==> config.mk <==
export PLATFORM = sky130hd
export DESIGN_NAME = atten_cmd_tx
export DESIGN_NICKNAME = d
export VERILOG_FILES = /design/src/rtl/atten_pkg.sv /design/src/rtl/atten_code_enc.sv /design/src/rtl/atten_phase_seq.sv /design/src/rtl/atten_cmd_tx.sv
export SDC_FILE = /design/constraint.sdc
export NUM_CORES = 1
export LEC_CHECK = 0
export ABC_AREA = 1
export BUFFER_PORTS_ARGS = -buffer_cell sky130_fd_sc_hd__buf_4
export CAP_MARGIN = 40
export CORE_MARGIN = 5
export CORE_UTILIZATION = 25
export CTS_CLUSTER_DIAMETER = 120
export DETAILED_ROUTE_END_ITERATION = 7
export SLEW_MARGIN = 20
export SYNTH_ARGS = -nofsm -noshare
export SYNTH_HDL_FRONTEND = slang
export SYNTH_SLANG_ARGS = --single-unit
export TNS_END_PERCENT = 5
==> constraint.sdc <==
create_clock -name clk -period 4.7 [get_ports clk]
set_input_delay 0.94 -clock clk [delete_from_list [all_inputs] [get_ports clk]]
set_output_delay 0.94 -clock clk [all_outputs]
set_load 0.05 [all_outputs]
==> src/rtl/atten_pkg.sv <==
package atten_pkg;
   typedef enum logic [2:0] {
      PH_IDLE = 3'd0,
      PH_LOW  = 3'd1,
      PH_HIGH = 3'd2,
      PH_TAIL = 3'd3,
      PH_GAP  = 3'd4
   } phase_t;
endpackage

==> src/rtl/atten_code_enc.sv <==
module atten_code_enc #(
   parameter int LEVEL_W   = 7,
   parameter int CODE_W    = 8,
   parameter int MAX_LEVEL = 62,
   parameter int MUTE_CODE = 63
) (
   input  logic               mute,
   input  logic [LEVEL_W-1:0] level,
   output logic [CODE_W-1:0]  code
);
   localparam int LEVEL_TOP = (1 << LEVEL_W) - 1;

   logic over;

   generate
      if (LEVEL_TOP > MAX_LEVEL) begin : g_clamp
         assign over = (int'(level) > MAX_LEVEL);
      end else begin : g_noclamp
         assign over = 1'b0;
      end
   endgenerate

   assign code = (mute || over) ? CODE_W'(MUTE_CODE) : CODE_W'(level);
endmodule

==> src/rtl/atten_phase_seq.sv <==
module atten_phase_seq
   import atten_pkg::*;
#(
   parameter int FRAME_W   = 16,
   parameter int SETUP_CYC = 4,
   parameter int LO_CYC    = 3,
   parameter int HI_CYC    = 3,
   parameter int DSU_CYC   = 2,
   parameter int GAP_CYC   = 4
) (
   input  logic               clk,
   input  logic               rst_n,
   input  logic               start,
   input  logic [FRAME_W-1:0] word_in,
   output logic               idle,
   output logic               sdo,
   output logic               sck,
   output logic               frame_n
);
   localparam int MAX_A = (SETUP_CYC > LO_CYC) ? SETUP_CYC : LO_CYC;
   localparam int MAX_B = (HI_CYC > GAP_CYC) ? HI_CYC : GAP_CYC;
   localparam int MAX_C = (MAX_A > MAX_B) ? MAX_A : MAX_B;
   localparam int CNT_W = $clog2(MAX_C + 1);
   localparam int IDX_W = $clog2(FRAME_W);

   phase_t             st_q, st_d;
   logic [CNT_W-1:0]   cnt_q, cnt_d;
   logic [IDX_W-1:0]   idx_q, idx_d;
   logic [FRAME_W-1:0] word_q, word_cur;
   logic               sdo_d, sck_d, frame_n_d;

   // The first bit uses the longer setup interval as its low phase.
   function automatic int low_len(input logic [IDX_W-1:0] i);
      return (int'(i) == FRAME_W - 1) ? SETUP_CYC : LO_CYC;
   endfunction

   // Take the new word straight from the input in the accept cycle,
   // so the first bit can be driven at the same edge.
   assign word_cur = start ? word_in : word_q;

   always_comb begin
      st_d  = st_q;
      cnt_d = cnt_q + 1'b1;
      idx_d = idx_q;
      unique case (st_q)
         PH_IDLE: begin
            cnt_d = '0;
            if (start) begin
               st_d  = PH_LOW;
               idx_d = IDX_W'(FRAME_W - 1);
            end
         end
         PH_LOW: begin
            if (int'(cnt_q) == low_len(idx_q) - 1) begin
               st_d  = PH_HIGH;
               cnt_d = '0;
            end
         end
         PH_HIGH: begin
            if (int'(cnt_q) == HI_CYC - 1) begin
               cnt_d = '0;
               if (idx_q == '0) begin
                  st_d = PH_TAIL;
               end else begin
                  st_d  = PH_LOW;
                  idx_d = idx_q - 1'b1;
               end
            end
         end
         PH_TAIL: begin
            if (int'(cnt_q) == LO_CYC - 1) begin
               st_d  = PH_GAP;
               cnt_d = '0;
            end
         end
         PH_GAP: begin
            if (int'(cnt_q) == GAP_CYC - 1) begin
               st_d  = PH_IDLE;
               cnt_d = '0;
            end
         end
         default: begin
            st_d  = PH_IDLE;
            cnt_d = '0;
         end
      endcase
   end

   // The line outputs are decoded from the next state and registered,
   // so the pins change only at clock edges and never glitch.
   always_comb begin
      frame_n_d = !(st_d == PH_LOW || st_d == PH_HIGH || st_d == PH_TAIL);
      sck_d     = (st_d == PH_HIGH);
      sdo_d     = sdo;
      if (st_d == PH_IDLE || st_d == PH_GAP) begin
         sdo_d = 1'b0;
      end else if (st_d == PH_LOW &&
                   int'(cnt_d) == low_len(idx_d) - DSU_CYC) begin
         sdo_d = word_cur[idx_d];
      end
   end

   always_ff @(posedge clk or negedge rst_n) begin
      if (!rst_n) begin
         st_q    <= PH_IDLE;
         cnt_q   <= '0;
         idx_q   <= '0;
         word_q  <= '0;
         sdo     <= 1'b0;
         sck     <= 1'b0;
         frame_n <= 1'b1;
      end else begin
         st_q    <= st_d;
         cnt_q   <= cnt_d;
         idx_q   <= idx_d;
         word_q  <= word_cur;
         sdo     <= sdo_d;
         sck     <= sck_d;
         frame_n <= frame_n_d;
      end
   end

   assign idle = (st_q == PH_IDLE);
endmodule

==> src/rtl/atten_cmd_tx.sv <==
module atten_cmd_tx #(
   parameter int LEVEL_W   = 7,
   parameter int ADDR_W    = 8,
   parameter int CODE_W    = 8,
   parameter int CHAN_ADDR = 0,
   parameter int MAX_LEVEL = 62,
   parameter int MUTE_CODE = 63,
   parameter int SETUP_CYC = 4,
   parameter int LO_CYC    = 3,
   parameter int HI_CYC    = 3,
   parameter int DSU_CYC   = 2,
   parameter int GAP_CYC   = 4
) (
   input  logic               clk,
   input  logic               rst_n,
   input  logic               req_valid,
   output logic               req_ready,
   input  logic               req_mute,
   input  logic [LEVEL_W-1:0] req_level,
   output logic               sdo,
   output logic               sck,
   output logic               frame_n
);
   localparam int FRAME_W = ADDR_W + CODE_W;

   // Parameter sanity checks at elaboration time.
   generate
      if (SETUP_CYC < 1 || LO_CYC < 1 || HI_CYC < 1 || GAP_CYC < 1) begin : g_bad_phase
         $error("atten_cmd_tx: every phase must last at least one cycle");
      end
      if (DSU_CYC < 1 || DSU_CYC > LO_CYC || DSU_CYC > SETUP_CYC) begin : g_bad_dsu
         $error("atten_cmd_tx: data setup must fit inside every low phase");
      end
      if (LEVEL_W > CODE_W || MUTE_CODE <= MAX_LEVEL) begin : g_bad_code
         $error("atten_cmd_tx: code byte cannot hold the level range");
      end
   endgenerate

   logic [CODE_W-1:0] code;
   logic              idle;
   logic              accept;

   assign req_ready = idle;
   assign accept    = req_valid && idle;

   atten_code_enc #(
      .LEVEL_W   (LEVEL_W),
      .CODE_W    (CODE_W),
      .MAX_LEVEL (MAX_LEVEL),
      .MUTE_CODE (MUTE_CODE)
   ) u_enc (
      .mute  (req_mute),
      .level (req_level),
      .code  (code)
   );

   atten_phase_seq #(
      .FRAME_W   (FRAME_W),
      .SETUP_CYC (SETUP_CYC),
      .LO_CYC    (LO_CYC),
      .HI_CYC    (HI_CYC),
      .DSU_CYC   (DSU_CYC),
      .GAP_CYC   (GAP_CYC)
   ) u_seq (
      .clk     (clk),
      .rst_n   (rst_n),
      .start   (accept),
      .word_in ({ADDR_W'(CHAN_ADDR), code}),
      .idle    (idle),
      .sdo     (sdo),
      .sck     (sck),
      .frame_n (frame_n)
   );
endmodule

==> results of run 1 <==
[layout make-up]
cell class	instances	area [sq um]
fillers	739	4750
multi-input cells	157	828
clock buffers	6	72.6
clock inverters	2	10.0
well taps	96	120
repair buffers	14	105
flip-flops and latches	29	727
inverters	47	176
[worst min-delay path by stage]
stage,start,endpoint
5_1_grt,u_seq.word_q[7],u_seq.word_q[7]
3_3_place_gp,u_seq.word_q[13],u_seq.word_q[13]
2_1_floorplan,u_seq.word_q[11],u_seq.word_q[11]
4_1_cts,u_seq.word_q[7],u_seq.word_q[7]
6_report,u_seq.word_q[7],u_seq.word_q[7]
3_5_place_dp,u_seq.word_q[7],u_seq.word_q[7]
[metrics by stage]
stage                     hold WS, ps   util  setup WS (ps)
after floorplan                   431      -           2770
after global placement            444  0.288           2470
after detailed placement          451  0.288           2470
after CTS                         467  0.300           2440
after global routing              493  0.300           2260
final                             461  0.300           2460
[cells in the mapped netlist, types with 2 or more instances]
| library cell | n |
|---|---|
| nand2_2 | 2 |
| nand2_4 | 3 |
| nand4_1 | 12 |
| o31ai_1 | 2 |
| dfrtp_1 | 28 |
| nand3_1 | 23 |
| nand3_2 | 4 |
| inv_1 | 43 |
| inv_2 | 4 |
| nor2_2 | 2 |
| ha_1 | 6 |
| o21a_1 | 4 |
| a21oi_1 | 3 |
| nor2_1 | 21 |
| nand2_1 | 65 |
| nor3_1 | 2 |
[worst max-delay path, stage by stage (launching register included)]
cell and delay, ps:
dfrtp_1 460, nor2_2 190, nand2_2 100, inv_2 90, buf_4 200
[layer usage]
metal  vias to the layer above  share of wire  track usage
met5                         -              0            0
met4                         0          0.020       0.0421
met3                         5          0.014       0.0177
met2                        10           0.50        0.151
met1                       670           0.47        0.107
li1                        774              -            -
[state kept, by name (all words and copies together) (netlist names)]
signal / count
u_seq.sck: 1
u_seq.cnt_q: 3
u_seq.word_q: 16
u_seq.st_q: 3
u_seq.idx_q: 4
u_seq.frame_n: 1
u_seq.sdo: 1
[cell families (layout without fill, tap and decap cells)]
family	count (synthesis)	after routing	synth area share
flops	29	29	0.416
fa+ha+maj	6	6	0.0429
simple gates	137	137	0.377
compound gates	14	14	0.0544
buf+inv	49	69	0.110
[where the power goes]
group | internal [mW] | switching [mW]
registers | 0.252 | 0.00135
logic | 0.0101 | 0.0130
clock network | 0.102 | 0.0836
==> metrics, run 1 <==
worst vdd ir=0.144 mV; Final period util=0.476; endpoints failing hold=0; RePlAce Congestion=0.861; arrival time worst endpoint=1300 ps; DR WL/cell=10.1 microns; antenna violations before repair=0; Rows=30; # port buffers=14; final setup fails=0; Yosys top cell area share=0.401; Leak=1.11 nW; clock sink count=29; Core Region=0.00679 sq mm; TNS Setup=0 ps; Crit Path Class=reg -> out; Hold/Removal Path Class=reg -> reg; most frequent cells in the layout=nand2_1, inv_1, dfrtp_1, nand3_1, nor2_1; reg-to-reg startpoint=u_seq.cnt_q[0]; post-CTS sizing=0; Max-Slew Margin vs Limit=0.686; pwr dens=227 mW/mm^2; vias in the first global route=1424; RSZ-0062 raised after global routing=no; HPWL after DPL=2830 microns; register bit total from synthesis=29; n_diodes=0; Mapped Cells=235; crit path capture=req_ready; post-route minimum period=2240 ps; Top Ports=15; commonest non-fill, non-tap cell in the layout=nand2_1; Syn Area/Cell=7.44 sq um; synth warn=0; number of enable flip-flop cells after synthesis=0; reg-to-reg endpoint=u_seq.sdo; f_max=447 MHz; Slew Limit Fails=0; total chip power=0.462 mW; worst setup path start=u_seq.st_q[2]; CTS tree=done; htree depth=2; TritonRoute pass-1 iters=4; critical-path maximum fanout=7; largest net degree at the start of global routing=30; full die area=0.00876 sq mm; number of max-cap violations=0; via count=1459; Cell variety after synth=27; clock root buffer=clkbuf_8; CTS Buf Count=5; mapped cell area=0.00175 sq mm; Placed Cells=343; layout cell share with drive strength beyond 1=0.161; Total Routing Usage GR=0.0890; Worst R2R Path Depth=15; Syn Nets=252; Worst-Skew Late Latency=270 ps; actual slew at the worst max-slew pin=467 ps; final instance area=0.00204 sq mm; post-synth top area cell=dfrtp_1; setup repair bufs after CTS=0; area delta synth->final=16.7%; outcome=completed; R2R Setup Slk=2570 ps; clk slew on worst S/H paths=60 ps; Initial Utilization=0.257; gr ovfl total=0; Synth Flop Type=dfrtp_1; startpoint types=flop; first-pass GRT wire length=6240 microns; initial drt markers=49; hold path depth=2; ANT nets after route=0; asr flop ratio synth=1.00; Data required, critical path=3760 ps; final WL=3530 microns; DR vias/cell=4.16; final net count=271; die width=93.6 microns; Critical Path End Type=primary output; height of the die=93.6 microns; Placed Area=0.00196 sq mm; fin cells=351; dominant cells by area after synthesis=dfrtp_1, nand2_1, inv_1; # DRC=0; clock skew=3.31 ps; # hold bufs at CTS=0; clock tree buffer depth=2; register area share after synthesis=0.416
Power figures use the tool's default switching activity.
==> run 2, diff against run 1 <==
- ABC_AREA: 1 -> 0
- clock period: 4.7 -> 2.2 ns (I/O delays scaled with it)
==> run 2 against run 1 <==
Compared with the run above:
- the run now ends with setup timing left
- global-route usage grew 1.1 points
- sequential power grew to 2.9 times the previous value
- first-iteration DRC count grew 45%
- register-to-register slack lost 2700 ps
- critical path depth grew 4
- clock-buffer cell count grew 1
- critical endpoint is now u_seq.sdo
- largest power group is now combinational logic
==> metrics, run 2 <==
outcome=finished, violations left (was completed); failing checks=setup timing; Syn Area/Cell=9.87 sq um (was 7.44 sq um); mapped cell area=0.00159 sq mm (was 0.00175 sq mm); Rows=29 (was 30); CP delay by family, top=simple AND/OR/NAND/NOR gates (was flip-flops); Mapped Cells=161 (was 235); Crit-path slowest cell=or4_4 (was dfrtp_1); synth warn=0 (unchanged); final setup fails=1 (was 0); clk slew on worst S/H paths=70 ps (was 60 ps); # DRC=0 (unchanged); critical-path maximum fanout=6 (was 7); height of the die=89.7 microns (was 93.6 microns); commonest cells in the netlist=dfrtp_1, and2_1, nor2_1 (was nand2_1, inv_1, dfrtp_1); post-synth top area cell=dfrtp_1 (unchanged); Leak=1.04 nW (was 1.11 nW); fin cells=286 (was 351); Initial Utilization=0.253 (was 0.257); Synth Flop Type=dfrtp_1 (unchanged); Fin Hold WS=74.8 ps (was 461 ps); dominant cells by area after synthesis=dfrtp_1, and2_1, ha_1 (was dfrtp_1, nand2_1, inv_1); startpoint types=flop (unchanged); antenna violations before repair=0 (unchanged); Final period util=1.06; CTS tree=done (unchanged); Data required, critical path=2350 ps (was 3760 ps); largest net degree at the start of global routing=30 (unchanged); Total Routing Usage GR=0.100 (was 0.0890); # port buffers=14 (unchanged); CTS Buf Count=5 (unchanged); clock tree buffer depth=2 (unchanged); n_diodes=0 (unchanged); Worst-Skew Late Latency=280 ps (was 270 ps); Yosys top cell area share=0.441 (was 0.401); worst vdd ir=0.515 mV (was 0.144 mV); TNS Setup=-126 ps (was 0 ps); Placed Cells=273 (was 343); CP peak stage delay=470 ps (was 460 ps); final WL=3840 microns (was 3530 microns); DR WL/cell=13.4 microns (was 10.1 microns); number of enable flip-flop cells after synthesis=0 (unchanged); WP depth=8 (was 4); Filler cells=617 (was 739); vias in the first global route=1370 (was 1424); htree depth=2 (unchanged); total chip power=2.67 mW (was 0.462 mW); die width=89.7 microns (was 93.6 microns); clock sink count=29 (unchanged); commonest non-fill, non-tap cell in the layout=buf_4 (was nand2_1); final net count=225 (was 271); Biggest register=u_seq.word_q (unchanged); biggest regs=u_seq.word_q (16), u_seq.idx_q (4) (unchanged); # hold bufs at CTS=0 (unchanged); Syn Nets=178 (was 252); pwr dens=1180 mW/mm^2 (was 227 mW/mm^2); Buf/Inv on CP=1 (was 2); clock root buffer=clkbuf_8 (unchanged); RSZ-0062 raised after global routing=yes (was no); clock skew=7.55 ps (was 3.31 ps); RePlAce Congestion=0.843 (was 0.861); TritonRoute pass-1 iters=4 (unchanged); layout cell share with drive strength beyond 1=0.407 (was 0.161); asr flop ratio synth=1.00 (unchanged); initial drt markers=71 (was 49); Core Region=0.00628 sq mm (was 0.00679 sq mm); Crit Path Class=reg -> reg (was reg -> out); post-route minimum period=2330 ps; arrival time worst endpoint=2480 ps (was 1300 ps); sequence of cells on the critical path=or3b_4, or4_4, and2_4, buf_6, a211oi_2, o41ai_2, o22ai_1, mux2i_1 (was nor2_2, nand2_2, inv_2, buf_4); number of max-cap violations=0 (unchanged); Hold/Removal Path Class=in -> async (was reg -> reg); Max-Slew Margin vs Limit=0.709 (was 0.686); Final Worst Setup Slack=-126 ps (was 2460 ps); gr ovfl total=0 (unchanged); register area share after synthesis=0.457 (was 0.416); count leader, synth=dfrtp_1 (was nand2_1); Top Ports=15 (unchanged); f_max=430 MHz; via count=1307 (was 1459); Cell variety after synth=47 (was 27); actual slew at the worst max-slew pin=431 ps (was 467 ps); endpoints failing hold=0 (unchanged); max reg flops=16 (unchanged); ANT nets after route=0 (unchanged); HPWL after DPL=2730 microns (was 2830 microns); DR vias/cell=4.57 (was 4.16); full die area=0.00805 sq mm (was 0.00876 sq mm); Critical Path End Type=flop (was primary output); Slew Limit Fails=0 (unchanged); register bit total from synthesis=29 (unchanged); Worst R2R Path Depth=8 (was 15); most frequent cells in the layout=buf_4, dfrtp_1, nor2_1, and2_1, inv_1 (was nand2_1, inv_1, dfrtp_1, nand3_1, nor2_1); first-pass GRT wire length=6690 microns (was 6240 microns); area delta synth->final=41.8% (was 16.7%)
## run 2: logic make-up (layout without fill, tap and decap cells)
family                   Yosys count  after routing  share of synthesized area
flip-flops                        29             29                      0.457
AO/OA/AOI/OAI                     37             37                      0.174
AND/OR/NAND/NOR                   63             63                      0.228
adder cells (fa/ha/maj)            6              6                     0.0472
XOR/XNOR                           1              1                    0.00551
multiplexers                       6              6                     0.0378
buffers and inverters             19             67                     0.0504
## run 2: power breakdown
part,internal [mW],total (mW),switching (mW)
clock network,0.369,0.570,0.201
logic,0.652,1.36,0.709
registers,0.670,0.735,0.0647
## run 2: final timing paths
| path | startpoint | to | slack [ps] |
|---|---|---|---|
| worst max register to register | u_seq.st_q[0] | u_seq.sdo | -130 |
| min in group clk | req_level[2] | u_seq.word_q[2] | 430 |
| worst max-delay path | u_seq.st_q[0] | u_seq.sdo | -130 |
| worst min-delay path | rst_n | u_seq.cnt_q[2] | 70 |
| max in group asynchronous | rst_n | u_seq.frame_n | 1810 |
| worst min register to register | u_seq.word_q[8] | u_seq.word_q[8] | 480 |
## run 2: final cells by class
| cell class | count | area (sq um) | share of cell area |
|---|---|---|---|
| tap | 77 | 96.3 | 0.0428 |
| multi-input combinational | 113 | 893 | 0.396 |
| timing repair buffer | 49 | 383 | 0.170 |
| inverter | 10 | 37.5 | 0.0167 |
| clock inverter | 1 | 30.0 | 0.0133 |
| clock buffer | 7 | 86.3 | 0.0383 |
| sequential | 29 | 727 | 0.323 |
## run 2: routing by layer
layer / wire length (microns) / GRT usage / up-vias
met4: 11 / 0.0264 / 0
met2: 1890 / 0.159 / 14
li1: - / - / 666
met5: 0 / 0 / -
met3: 137 / 0.0292 / 2
met1: 1800 / 0.132 / 625
## run 2: what timing repair did
| item | in CTS | in global routing |
|---|---|---|
| resized for setup | 7 | 22 |
| setup endpoints to repair | 1 | 1 |
| buffers inserted | 3 | 3 |
| endpoints found under the hold margin | 0 | 0 |
| pin swaps | 4 | 11 |
## run 2: metrics by stage
stage	utilization	instance area, sq um	setup slack, ps
after CTS	0.340	2130	-142
after floorplan	-	1600	-172
after global routing	0.359	2250	-201
after detailed placement	0.315	1980	-171
final	0.359	2250	-126
after global placement	0.315	1980	-160
## run 2: worst reg2reg max path, stage by stage, from the launching register on
cell and delay (ps):
dfrtp_1 380, or3b_4 430, or4_4 470, and2_4 200
buf_6 120, a211oi_2 250, o41ai_2 110, o22ai_1 160
mux2i_1 90
==> run 3, diff against run 2 <==
- CAP_MARGIN: 40 -> 10
- GPL_TIMING_DRIVEN: unset -> 0
==> run 3 against run 2 <==
Compared with the run above:
- the flow still finishes with violations (setup timing)
- maximum frequency down 3.8%
- routed wire length down 8.3%
- design area shrank 10%
- clock-buffer cell count stayed put
- largest power group unchanged
- highest routed layer unchanged
==> metrics, run 3 (synthesized netlist as in run 2, its figures left out) <==
Top Ports=15 (unchanged); commonest non-fill, non-tap cell in the layout=dfrtp_1 (was buf_4); first-pass GRT wire length=5890 microns (was 6690 microns); DR vias/cell=4.66 (was 4.57); arrival time worst endpoint=2610 ps (was 2480 ps); clock sink count=29 (unchanged); Max-Slew Margin vs Limit=0.687 (was 0.709); Rows=29 (unchanged); Biggest register=u_seq.word_q (unchanged); gr ovfl total=0 (unchanged); reg-to-reg startpoint=u_seq.st_q[0] (unchanged); Slew Limit Fails=0 (unchanged); pwr dens=1160 mW/mm^2 (was 1180 mW/mm^2); Critical Path End Type=flop (unchanged); # port buffers=14 (unchanged); Leak=0.911 nW (was 1.04 nW); post-place setup slack=-546 ps (was -171 ps); R2R Setup Slk=-220 ps (was -130 ps); die width=89.7 microns (unchanged); TritonRoute pass-1 iters=4 (unchanged); HPWL after DPL=2450 microns (was 2730 microns); Final period util=1.10 (was 1.06); Crit Path Class=reg -> reg (unchanged); most frequent cells in the layout=dfrtp_1, buf_4, and2_1, nor2_1, inv_1 (was buf_4, dfrtp_1, nor2_1, and2_1, inv_1); area delta synth->final=27.2% (was 41.8%); full die area=0.00805 sq mm (unchanged); fin cells=270 (was 286); via count=1257 (was 1307); htree depth=2 (unchanged); final instance area=0.00202 sq mm (was 0.00225 sq mm); height of the die=89.7 microns (unchanged); RSZ-0062 raised after global routing=yes (unchanged); final setup fails=1 (unchanged); # DRC=0 (unchanged); clock root buffer=clkbuf_8 (unchanged); Fin Hold WS=76.3 ps (was 74.8 ps); startpoint types=flop (unchanged); Total Routing Usage GR=0.0871 (was 0.100); Placed Area=0.00180 sq mm (was 0.00198 sq mm); biggest regs=u_seq.word_q (16), u_seq.idx_q (4) (unchanged); worst vdd ir=0.412 mV (was 0.515 mV); failing checks=setup timing (unchanged); Core Region=0.00628 sq mm (unchanged); # hold bufs at CTS=0 (unchanged); max reg flops=16 (unchanged); Worst R2R Path Depth=7 (was 8); reg-to-reg endpoint=u_seq.sdo (unchanged); layout cell share with drive strength beyond 1=0.295 (was 0.407); Filler cells=658 (was 617); Placed Cells=252 (was 273); Final Worst Setup Slack=-217 ps (was -126 ps); Worst-Skew Late Latency=280 ps (about the same); post-route minimum period=2420 ps (was 2330 ps); f_max=414 MHz (was 430 MHz); clock tree buffer depth=2 (unchanged); crit path capture=u_seq.sdo (unchanged); clock skew=4.85 ps (was 7.55 ps); CTS Buf Count=5 (unchanged); vias in the first global route=1268 (was 1370); initial drt markers=77 (was 71); CTS tree=done (unchanged); RePlAce Congestion=0.830 (was 0.843); number of max-cap violations=0 (unchanged); final net count=209 (was 225); worst setup path start=u_seq.st_q[0] (unchanged); Data required, critical path=2400 ps (was 2350 ps); outcome=finished, violations left (unchanged); Hold/Removal Path Class=in -> async (unchanged); clk slew on worst S/H paths=70 ps (about the same); critical-path maximum fanout=7 (was 6); ANT nets after route=0 (unchanged); Initial Utilization=0.253 (unchanged); DR WL/cell=13.0 microns (was 13.4 microns); largest net degree at the start of global routing=30 (unchanged); actual slew at the worst max-slew pin=468 ps (was 431 ps); n_diodes=0 (unchanged); endpoints failing hold=0 (unchanged); antenna violations before repair=0 (unchanged); final WL=3520 microns (was 3840 microns)
-- run 3: cell types whose count changed in the layout (fill, tap and decap cells not counted), sizes merged --
cell,change
clkbuf,+4
buf,-20
clkinv,+1
bufinv,-1
-- run 3: layout make-up --
| class | instances | area [sq um] | share of cell area |
|---|---|---|---|
| Multi-Input combinational cell | 113 | 827 | 0.409 |
| Inverter | 10 | 37.5 | 0.0186 |
| Clock buffer | 7 | 96.3 | 0.0476 |
| Tap cell | 77 | 96.3 | 0.0476 |
| Timing Repair Buffer | 27 | 206 | 0.102 |
| Sequential cell | 29 | 728 | 0.360 |
| Clock inverter | 1 | 5.00 | 0.00248 |
| Buffer | 6 | 25.0 | 0.0124 |
-- run 3: stage by stage --
step	utilization	power (mW)	setup TNS (ps)
after CTS	0.318	2.34	-286
after floorplan	-	1.49	-172
final	0.322	2.35	-217
after global routing	0.322	2.52	-332
after global placement	0.287	1.71	-517
after detailed placement	0.287	1.72	-546
-- run 3: repair_timing --
item | 4_1_cts | 5_1_grt
endpoints found under the setup margin | 1 | 2
gates resized for setup | 9 | 6
setup buffers | 10 | 3
pin swaps | 6 | 7
-- run 3: report_power, final --
part / internal, mW / leakage, nW / switching, mW
clock: 0.282 / 0.0542 / 0.200
sequential: 0.672 / 0.360 / 0.0694
combinational: 0.486 / 0.497 / 0.640
-- run 3: routing by layer --
metal,GRT usage,share of wire,vias up
li1,-,-,630
met2,0.143,0.47,36
met5,0,0,-
met1,0.110,0.46,583
met3,0.0284,0.052,8
met4,0.0227,0.018,0
-- run 3: worst min path at each step --
stage	slack [ps]	endpoint
2_1_floorplan	140	u_seq.cnt_q[0]
3_3_place_gp	380	u_seq.cnt_q[0]
3_5_place_dp	390	u_seq.cnt_q[0]
4_1_cts	90	u_seq.cnt_q[0]
5_1_grt	100	u_seq.cnt_q[0]
6_report	80	u_seq.cnt_q[0]
-- run 3: critical path, cell delays in order (launching register included) --
cell and delay [ps]:
dfrtp_1 380, or3b_4 400, or4_4 560, and2_4 220
mux2i_2 160, a2111oi_2 300, o22ai_1 160, mux2i_1 150
